`config.mk`:
```
export PLATFORM = sky130hd
export DESIGN_NAME = mm_noc_adapter
export DESIGN_NICKNAME = d
export VERILOG_FILES = /design/src/rtl/ni_pkg.sv /design/src/rtl/ni_tx_buf.sv /design/src/rtl/ni_rx_buf.sv /design/src/rtl/mm_noc_adapter.sv
export SDC_FILE = /design/constraint.sdc
export NUM_CORES = 2
export LEC_CHECK = 0
export BUFFER_PORTS_ARGS = -buffer_cell sky130_fd_sc_hd__buf_2
export CORE_AREA = 5 5 681 481
export DETAILED_ROUTE_END_ITERATION = 8
export DIE_AREA = 0 0 686 486
export PLACE_DENSITY = 0.65
export SLEW_MARGIN = 30
export SYNTH_ARGS = -nofsm -noshare
export SYNTH_HDL_FRONTEND = slang
export SYNTH_SLANG_ARGS = --single-unit
```
`constraint.sdc`:
```
create_clock -name clk -period 3.6 [get_ports clk]
set_clock_uncertainty 0.1 [all_clocks]
set_input_delay 0.72 -clock clk [delete_from_list [all_inputs] [get_ports clk]]
set_output_delay 0.72 -clock clk [all_outputs]
set_load 0.05 [all_outputs]
```
`src/rtl/ni_pkg.sv`:
```
package ni_pkg;
  // status word layout
  localparam int unsigned ST_CNT_W     = 16;
  localparam int unsigned ST_OUT_FULL  = 16;
  localparam int unsigned ST_OUT_EMPTY = 17;
  localparam int unsigned ST_IN_READY  = 18;
  localparam int unsigned ST_ERR_WR    = 19;
  localparam int unsigned ST_ERR_RD    = 20;

  typedef enum logic {
    REG_DATA   = 1'b0,
    REG_STATUS = 1'b1
  } reg_sel_e;
endpackage

```
`src/rtl/ni_tx_buf.sv`:
```
module ni_tx_buf #(
  parameter int unsigned FLIT_W  = 16,
  parameter int unsigned PKT_LEN = 128
) (
  input  logic              clk,
  input  logic              rst_ni,
  input  logic              push,
  input  logic [FLIT_W-1:0] push_data,
  output logic              full,
  output logic              empty,
  output logic [FLIT_W-1:0] tx_data,
  output logic              tx_req,
  input  logic              tx_ack
);
  localparam int unsigned IDX_W = (PKT_LEN > 1) ? $clog2(PKT_LEN) : 1;
  localparam int unsigned CNT_W = $clog2(PKT_LEN + 1);
  localparam logic [CNT_W-1:0] FULL_CNT = CNT_W'(PKT_LEN);
  localparam logic [IDX_W-1:0] LAST_IDX = IDX_W'(PKT_LEN - 1);

  logic [FLIT_W-1:0] mem [PKT_LEN];
  logic [CNT_W-1:0]  cnt_q, cnt_d;
  logic [IDX_W-1:0]  ptr_q, ptr_d;
  logic              req_q, req_d;
  logic              push_ok;

  assign full    = (cnt_q == FULL_CNT);
  assign empty   = (cnt_q == '0);
  assign push_ok = push && !full;
  assign tx_data = mem[ptr_q];
  assign tx_req  = req_q;

  always_comb begin
    cnt_d = cnt_q;
    ptr_d = ptr_q;
    req_d = req_q;
    if (push_ok) cnt_d = cnt_q + 1'b1;
    if (req_q && tx_ack) begin
      req_d = 1'b0;
      if (ptr_q == LAST_IDX) begin
        ptr_d = '0;
        cnt_d = '0;
      end else begin
        ptr_d = ptr_q + 1'b1;
      end
    end else if (!req_q && full) begin
      req_d = 1'b1;
    end
  end

  always_ff @(posedge clk or negedge rst_ni) begin
    if (!rst_ni) begin
      cnt_q <= '0;
      ptr_q <= '0;
      req_q <= 1'b0;
    end else begin
      cnt_q <= cnt_d;
      ptr_q <= ptr_d;
      req_q <= req_d;
    end
  end

  always_ff @(posedge clk) begin
    if (push_ok) mem[cnt_q[IDX_W-1:0]] <= push_data;
  end

  p_req_hold_r3: assert property (@(posedge clk) disable iff (!rst_ni)
    (tx_req && !tx_ack) |=> (tx_req && $stable(tx_data)));
  p_req_gap_r3: assert property (@(posedge clk) disable iff (!rst_ni)
    (tx_req && tx_ack) |=> !tx_req);
  p_req_whole_pkt_r2: assert property (@(posedge clk) disable iff (!rst_ni)
    tx_req |-> full);
endmodule

```
`src/rtl/ni_rx_buf.sv`:
```
module ni_rx_buf #(
  parameter int unsigned FLIT_W  = 16,
  parameter int unsigned PKT_LEN = 128
) (
  input  logic                         clk,
  input  logic                         rst_ni,
  input  logic [FLIT_W-1:0]            rx_data,
  input  logic                         rx_req,
  output logic                         rx_ack,
  input  logic                         pop,
  output logic [FLIT_W-1:0]            pop_data,
  output logic [$clog2(PKT_LEN+1)-1:0] count,
  output logic                         pkt_ready
);
  localparam int unsigned IDX_W = (PKT_LEN > 1) ? $clog2(PKT_LEN) : 1;
  localparam int unsigned CNT_W = $clog2(PKT_LEN + 1);
  localparam logic [CNT_W-1:0] FULL_CNT = CNT_W'(PKT_LEN);
  localparam logic [CNT_W-1:0] LAST_CNT = CNT_W'(PKT_LEN - 1);

  logic [FLIT_W-1:0] mem [PKT_LEN];
  logic [CNT_W-1:0]  wr_q, wr_d, rd_q, rd_d;
  logic              ack_q, ack_d, rdy_q, rdy_d;
  logic              store, pop_ok, space;

  assign space     = (wr_q != FULL_CNT);
  assign store     = rx_req && ack_q;
  assign count     = wr_q - rd_q;
  assign pop_ok    = pop && (count != '0);
  assign pop_data  = mem[rd_q[IDX_W-1:0]];
  assign rx_ack    = ack_q;
  assign pkt_ready = rdy_q;

  always_comb begin
    ack_d = rx_req && !ack_q && space;
    wr_d  = store ? wr_q + 1'b1 : wr_q;
    rd_d  = pop_ok ? rd_q + 1'b1 : rd_q;
    rdy_d = rdy_q;
    if (store && (wr_q == LAST_CNT)) rdy_d = 1'b1;
    if (pop_ok && (rd_q == LAST_CNT)) begin
      wr_d  = '0;
      rd_d  = '0;
      rdy_d = 1'b0;
    end
  end

  always_ff @(posedge clk or negedge rst_ni) begin
    if (!rst_ni) begin
      wr_q  <= '0;
      rd_q  <= '0;
      ack_q <= 1'b0;
      rdy_q <= 1'b0;
    end else begin
      wr_q  <= wr_d;
      rd_q  <= rd_d;
      ack_q <= ack_d;
      rdy_q <= rdy_d;
    end
  end

  always_ff @(posedge clk) begin
    if (store) mem[wr_q[IDX_W-1:0]] <= rx_data;
  end

  p_ack_pulse_r5: assert property (@(posedge clk) disable iff (!rst_ni)
    rx_ack |=> !rx_ack);
  p_ack_withheld_r7: assert property (@(posedge clk) disable iff (!rst_ni)
    pkt_ready |-> !rx_ack);
  p_ready_after_store_r6: assert property (@(posedge clk) disable iff (!rst_ni)
    $rose(pkt_ready) |-> $past(rx_req && rx_ack));
  p_count_bound_r8: assert property (@(posedge clk) disable iff (!rst_ni)
    count <= FULL_CNT);
endmodule

```
`src/rtl/mm_noc_adapter.sv`:
```
module mm_noc_adapter
  import ni_pkg::*;
#(
  parameter int unsigned FLIT_W  = 16,
  parameter int unsigned PKT_LEN = 128,
  parameter int unsigned BUS_W   = 32
) (
  input  logic              clk,
  input  logic              rst_n,
  input  logic              bus_sel,
  input  logic              bus_wr,
  input  logic              bus_addr,
  input  logic [FLIT_W-1:0] bus_wdata,
  output logic [BUS_W-1:0]  bus_rdata,
  output logic              irq,
  output logic [FLIT_W-1:0] tx_data,
  output logic              tx_req,
  input  logic              tx_ack,
  input  logic [FLIT_W-1:0] rx_data,
  input  logic              rx_req,
  output logic              rx_ack
);
  localparam int unsigned CNT_W = $clog2(PKT_LEN + 1);

  logic [1:0]        rst_sync_q;
  logic              rst_int_n;
  logic              wr_data, rd_data, wr_stat, rd_stat;
  logic              out_full, out_empty, in_ready, in_empty;
  logic [CNT_W-1:0]  in_count;
  logic [FLIT_W-1:0] pop_data;
  logic              err_wr_q, err_wr_d, err_rd_q, err_rd_d;
  logic [BUS_W-1:0]  rdata_q, rdata_d, status;

  // asynchronous assert, synchronous release
  always_ff @(posedge clk or negedge rst_n) begin
    if (!rst_n) rst_sync_q <= 2'b00;
    else        rst_sync_q <= {rst_sync_q[0], 1'b1};
  end
  assign rst_int_n = rst_sync_q[1];

  assign wr_data  = bus_sel && bus_wr  && (bus_addr == REG_DATA);
  assign rd_data  = bus_sel && !bus_wr && (bus_addr == REG_DATA);
  assign wr_stat  = bus_sel && bus_wr  && (bus_addr == REG_STATUS);
  assign rd_stat  = bus_sel && !bus_wr && (bus_addr == REG_STATUS);
  assign in_empty = (in_count == '0);

  ni_tx_buf #(.FLIT_W(FLIT_W), .PKT_LEN(PKT_LEN)) u_tx (
    .clk(clk), .rst_ni(rst_int_n), .push(wr_data), .push_data(bus_wdata),
    .full(out_full), .empty(out_empty), .tx_data(tx_data), .tx_req(tx_req),
    .tx_ack(tx_ack)
  );

  ni_rx_buf #(.FLIT_W(FLIT_W), .PKT_LEN(PKT_LEN)) u_rx (
    .clk(clk), .rst_ni(rst_int_n), .rx_data(rx_data), .rx_req(rx_req),
    .rx_ack(rx_ack), .pop(rd_data), .pop_data(pop_data), .count(in_count),
    .pkt_ready(in_ready)
  );

  always_comb begin
    status                  = '0;
    status[CNT_W-1:0]       = in_count;
    status[ST_OUT_FULL]     = out_full;
    status[ST_OUT_EMPTY]    = out_empty;
    status[ST_IN_READY]     = in_ready;
    status[ST_ERR_WR]       = err_wr_q;
    status[ST_ERR_RD]       = err_rd_q;
  end

  always_comb begin
    err_wr_d = wr_stat ? 1'b0 : (err_wr_q || (wr_data && out_full));
    err_rd_d = wr_stat ? 1'b0 : (err_rd_q || (rd_data && in_empty));
    rdata_d  = rdata_q;
    if (rd_stat) begin
      rdata_d = status;
    end else if (rd_data) begin
      rdata_d = '0;
      if (!in_empty) rdata_d[FLIT_W-1:0] = pop_data;
    end
  end

  always_ff @(posedge clk or negedge rst_int_n) begin
    if (!rst_int_n) begin
      err_wr_q <= 1'b0;
      err_rd_q <= 1'b0;
      rdata_q  <= '0;
    end else begin
      err_wr_q <= err_wr_d;
      err_rd_q <= err_rd_d;
      rdata_q  <= rdata_d;
    end
  end

  assign bus_rdata = rdata_q;
  assign irq       = in_ready;

  p_empty_read_zero_r11: assert property (@(posedge clk) disable iff (!rst_int_n)
    (rd_data && in_empty) |=> (bus_rdata == '0 && err_rd_q));
  p_full_write_flag_r10: assert property (@(posedge clk) disable iff (!rst_int_n)
    (wr_data && out_full && !wr_stat) |=> err_wr_q);
  p_flag_clear_r12: assert property (@(posedge clk) disable iff (!rst_int_n)
    wr_stat |=> (!err_wr_q && !err_rd_q));
  p_irq_blocks_ack_r7: assert property (@(posedge clk) disable iff (!rst_int_n)
    irq |-> !rx_ack);
endmodule

```
[Yosys cells after proc, flatten, opt, wreduce, memory -nomap -nowiden]
Memory sizes are Yosys's and may differ from the RTL's.
Index checks and enable logic that the tools add are counted.
Widths: inputs -> output; s select.
Cells by class
  add/sub/neg operators: 5
  reductions and logical operators: 31
  bitwise logic cells: 1
  mux-type cells: 21
  equality and inequality tests: 5
Operators by type and width (number)
  $mux 32: 2
  $mux 8: 7
  $add 8x1->8 const B: 3
  $logic_and 1x1->1: 17
  $eq 8x7->1 const B: 2
  $logic_not 8->1: 2
  $mux 16: 1
  $mux 1: 10
  $reduce_bool 2->1: 5
  $eq 8x8->1 const B: 1
  $ne 8x8->1 const B: 1
  $reduce_bool 8->1: 1
  $sub 8x8->8: 1
  $add 7x1->7 const B: 1
  $eq 7x7->1 const B: 1
  $mux 7: 1
  $logic_not 1->1: 4
  $logic_or 1x1->1: 2
  $not 1->1: 1
Storage, ports and cells
  memory bits (writable): 4096
  memories: 2
  logic and storage cells: 76
  bits in registers: 70
Memory list
  u_rx.mem: depth 128, bits a word 16, read ports 1, clocked after memory_dff 0, wr ports 1, RTL line ni_rx_buf.sv:20  | logic [FLIT_W-1:0] mem [PKT_LEN];
  u_tx.mem: depth 128, bits a word 16, read ports 1, clocked after memory_dff 0, wr ports 1, RTL line ni_tx_buf.sv:20  | logic [FLIT_W-1:0] mem [PKT_LEN];

[Logic depth before layout (Yosys ltp)]
  depth in word-level cells: 6
  depth in mapped cells: 13
  mapped depth without buffers: 10

[By module]
From an unflattened synthesis, not the netlist that was laid out.
Unflattened totals
  cells, all modules: 7293
  area, all modules: 160612.8 sq um
By module, submodules not included
  ni_rx_buf: seq. area each 61949.4 sq um, times used 1, area each 79949.2 sq um, cells each 3508
  ni_tx_buf: seq. area each 61899.4 sq um, times used 1, area each 79402.4 sq um, cells each 3671
  mm_noc_adapter: seq. area each 625.6 sq um, times used 1, area each 1261.2 sq um, cells each 114

[Least setup slack after synthesis]
OpenSTA, ideal clock, no wires.
  path type: register -> output
  from: register u_tx.ptr_q[0]
  to: output tx_data[0]
  arrival: 2.973 ns
  path slack: -0.193 ns
  buffers on the path: 3
  stages on the path, launching flop included: 10
  data required time: 2.780 ns
  cell sequence: dfrtp_1 buf_2 buf_4 clkbuf_1 mux4_2 mux4_2 mux2i_1 nor2_1 a21oi_1 o21ai_0
On the way
  cells in the longest elaborated chain, start to end: 1
Ends and longest elaborated chain
  start: declaration: RTL line ni_tx_buf.sv:22  | logic [IDX_W-1:0] ptr_q, ptr_d;
  start signal: assignment: RTL line ni_tx_buf.sv:57  | ptr_q <= ptr_d;
  $mem_v2 128x16
  end: declaration: RTL line mm_noc_adapter.sv:16  | output logic [FLIT_W-1:0] tx_data,
No other way between the ends.

[Final worst setup path]
  from: register u_tx.ptr_q[0]
  to: output tx_data[7]
The elaborated chain is that of the path after synthesis.

==> flow_metrics.env <==
export IMPL_synth_area_leaders="edfxtp_1, mux4_2, dfrtp_1, mux2i_1, a22oi_1"
export IMPL_drv_slew=0
export IMPL_p_per_area_nw_per_um2=596
export IMPL_clock_path_buffers=4
export IMPL_avgRoutedWirePerCell_um=34.1
export IMPL_grt_pass1_vias=77600
export IMPL_num_io_pins=90
export IMPL_syn_instance_count=6977
export IMPL_clk_pin_slew_ns=0.06
export IMPL_core_area_um2=320000
export IMPL_numCtsBuffers=389
export IMPL_cts_sinks=4155
export IMPL_clock_latency_ns=0.93
export IMPL_cts_root_buf="clkbuf_16"
export IMPL_via_per_inst=6.47
export IMPL_async_flop_share_pct=1.42
export IMPL_slew_headroom_pct=26.8
export IMPL_initial_utilization_pct=49.9
export IMPL_cts_tree="done"
export IMPL_power_leakage_uw=0.0576
export IMPL_post_route_cell_area_um2=185000
export IMPL_crit_arrival_ns=4.05
export IMPL_synth_area_per_cell_um2=22.9
export IMPL_final_cell_mix="edfxtp_1, mux4_2, buf_4"
export IMPL_layout_commonest_cell="edfxtp_1"
export IMPL_grt_total_usage_pct=24.9
export IMPL_grt_setup_unrepaired="yes"
export IMPL_hold_ws_ns=0.102
export IMPL_grt_max_degree=98
export IMPL_dpl_worst_slack_ns=-0.712
export IMPL_synth_edf_count=4096
export IMPL_synth_seq_cells=4155
export IMPL_dp_cells=11600
export IMPL_port_buffers=78
export IMPL_grt_pass1_wl_um=593000
export IMPL_grt_remaining_overflow=0
export IMPL_fin_crit_sh_pct=135
export IMPL_worstPathMaxFanout=7
export IMPL_dieHeight_um=486
export IMPL_synth_warnings=0
export IMPL_n_fill_cell=22500
export IMPL_fp_dieW_um=686
export IMPL_nets=7903
export IMPL_ant_nets=0
export IMPL_hold_viol=0
export IMPL_end_kind="output port"
export IMPL_synth_ff_type="edfxtp_1"
export IMPL_hold_path_class="input port to async pin"
export IMPL_critPathRequiredTime_ns=2.78
export IMPL_num_vias=80200
export IMPL_drc=0
export IMPL_hpwl_um=258000
export IMPL_period_needed_ns=4.87
export IMPL_fin_ws_ns=-1.27
export IMPL_instances_no_fill=12400
export IMPL_seq_area_um2=125000
export IMPL_violations="setup timing"
export IMPL_die_area_um2=333000
export IMPL_syn_cell_area_um2=159000
export IMPL_firstDrtPassIters=8
export IMPL_ys_seq_area_share_pct=78.1
export IMPL_synth_largest_area_cell="edfxtp_1"
export IMPL_tns_ns=-19.29
export IMPL_max_freq_mhz=205
export IMPL_crit_path_start_kind="flop"
export IMPL_routed_wirelength_um=422000
export IMPL_cts_htree_levels=5
export IMPL_multiInputGateArea_um2=33500
export IMPL_crit_type="flop to output port"
export IMPL_max_vdd_ir_drop_v=0.000594
export IMPL_rows=174
export IMPL_antenna_found_initial=24
export IMPL_drive_gt1_share_pct=31.9
export IMPL_outcome="complete, but fails checks"
export IMPL_cap_viol_max_count=0
export IMPL_dpl_instance_area_um2=171000
export IMPL_synthDistinctLibCells=65
export IMPL_first_iter_violations=12100
export IMPL_worst_pin_slew_ns=1.09
export IMPL_syn_to_final_growth_pct=16.0
export IMPL_place_gp_congestion=0.937
export IMPL_setup_violations=16
export IMPL_yosys_area_top_type_share_pct=77.1
[power by group]
| group | internal, uW | total [uW] | switching, uW |
|---|---|---|---|
| combinational | 5930 | 16200 | 10300 |
| clock | 22500 | 40100 | 17600 |
| sequential | 53500 | 53900 | 381 |
[cell type report]
class	count	share of cell area (%)
tap	4224	2.86
timing repair buffer	860	5.00
antenna	7	0.00947
clock buffer	483	5.55
sequential	4155	67.3
inverter	14	0.0284
clock inverter	218	1.11
multi-input combinational	2430	18.1
[per-stage QoR]
stage	total power (uW)	util [%]
4_1_cts	110000	57.5
6_report	110000	57.8
3_5_place_dp	70600	53.5
3_3_place_gp	70500	53.5
2_1_floorplan	63000	-
5_1_grt	114000	57.8
[repair_timing]
item / 4_1_cts / 5_1_grt
endpoints found under the hold margin: 7 / 0
gates cloned: 2 / 18
setup buffers: 17 / 37
endpoints found under the setup margin: 16 / 16
pin swaps: 1 / 6
hold buffers: 5 / 0
gates resized for setup: 62 / 68
[final timing paths]
kind                       cells past startpoint          start  slack (ns)                to
max                                           11  u_tx.ptr_q[0]       -1.27        tx_data[7]
min                                            2          rst_n        0.10     rst_sync_q[0]
max reg2reg                                    9  u_tx.cnt_q[3]        0.08  u_tx.mem[99][10]
min reg2reg                                    0  rst_sync_q[1]        0.13          err_wr_q
max in group asynchronous                      1  rst_sync_q[1]        2.65      u_rx.rd_q[1]
min in group clk                               1   bus_wdata[4]        0.13    u_tx.mem[5][4]
[flip-flops by register name, summed over array words and instances (netlist names), 2 cells and up]
register and count:
u_rx.wr_q 8, bus_rdata 21, u_rx.rd_q 8, u_rx.mem 2048
u_tx.cnt_q 8, rst_sync_q 2, u_tx.mem 2048, u_tx.ptr_q 7
[worst max-delay path, cell delays in order, from the launching register on]
cell	delay [ns]
dfrtp_4	0.50
buf_12	0.17
buf_12	0.14
clkbuf_16	0.16
buf_4	0.14
mux4_2	0.45
mux4_2	0.55
mux2i_2	0.24
buf_4	0.21
a22oi_1	0.20
o21a_1	0.19
buf_6	0.16
[synth_stat cells (all sizes together) (6+ instances only)]
library cell	n
a211oi	11
a21oi	45
a22o	8
a22oi	159
a31oi	28
and2	14
and3	6
buf	200
clkbuf	188
dfrtp	59
edfxtp	4096
ha	13
inv	12
mux2	7
mux2i	129
mux4	1131
nand2	187
nand3	89
nand4	11
nor2	314
nor2b	22
nor3	29
o21a	17
o21ai	30
o221ai	17
o22ai	58
o31ai	6
xnor2	14
xor2	10
[logic make-up (layout without fill, tap and decap cells)]
kind of cell | after synthesis | count (layout) | share of synthesized area [%]
adders and majority gates | 14 | 14 | 0.115
xor gates and xnor gates | 24 | 24 | 0.132
other | 2 | 19 | 0.00471
muxes | 1267 | 1267 | 16.8
DFF | 4155 | 4155 | 78.1
AOI/OAI and AO/OA | 418 | 418 | 1.84
buffers and inverters | 402 | 1575 | 1.14
and+or+nand+nor | 695 | 695 | 1.86
[per-layer routing]
metal / track usage (%) / wire (um)
met1: 39.6 / 175000
met2: 34.1 / 180000
met5: 0 / 49
met3: 7.44 / 57200
met4: 5.78 / 10100
No activity file was read; power rests on OpenSTA's default activity.
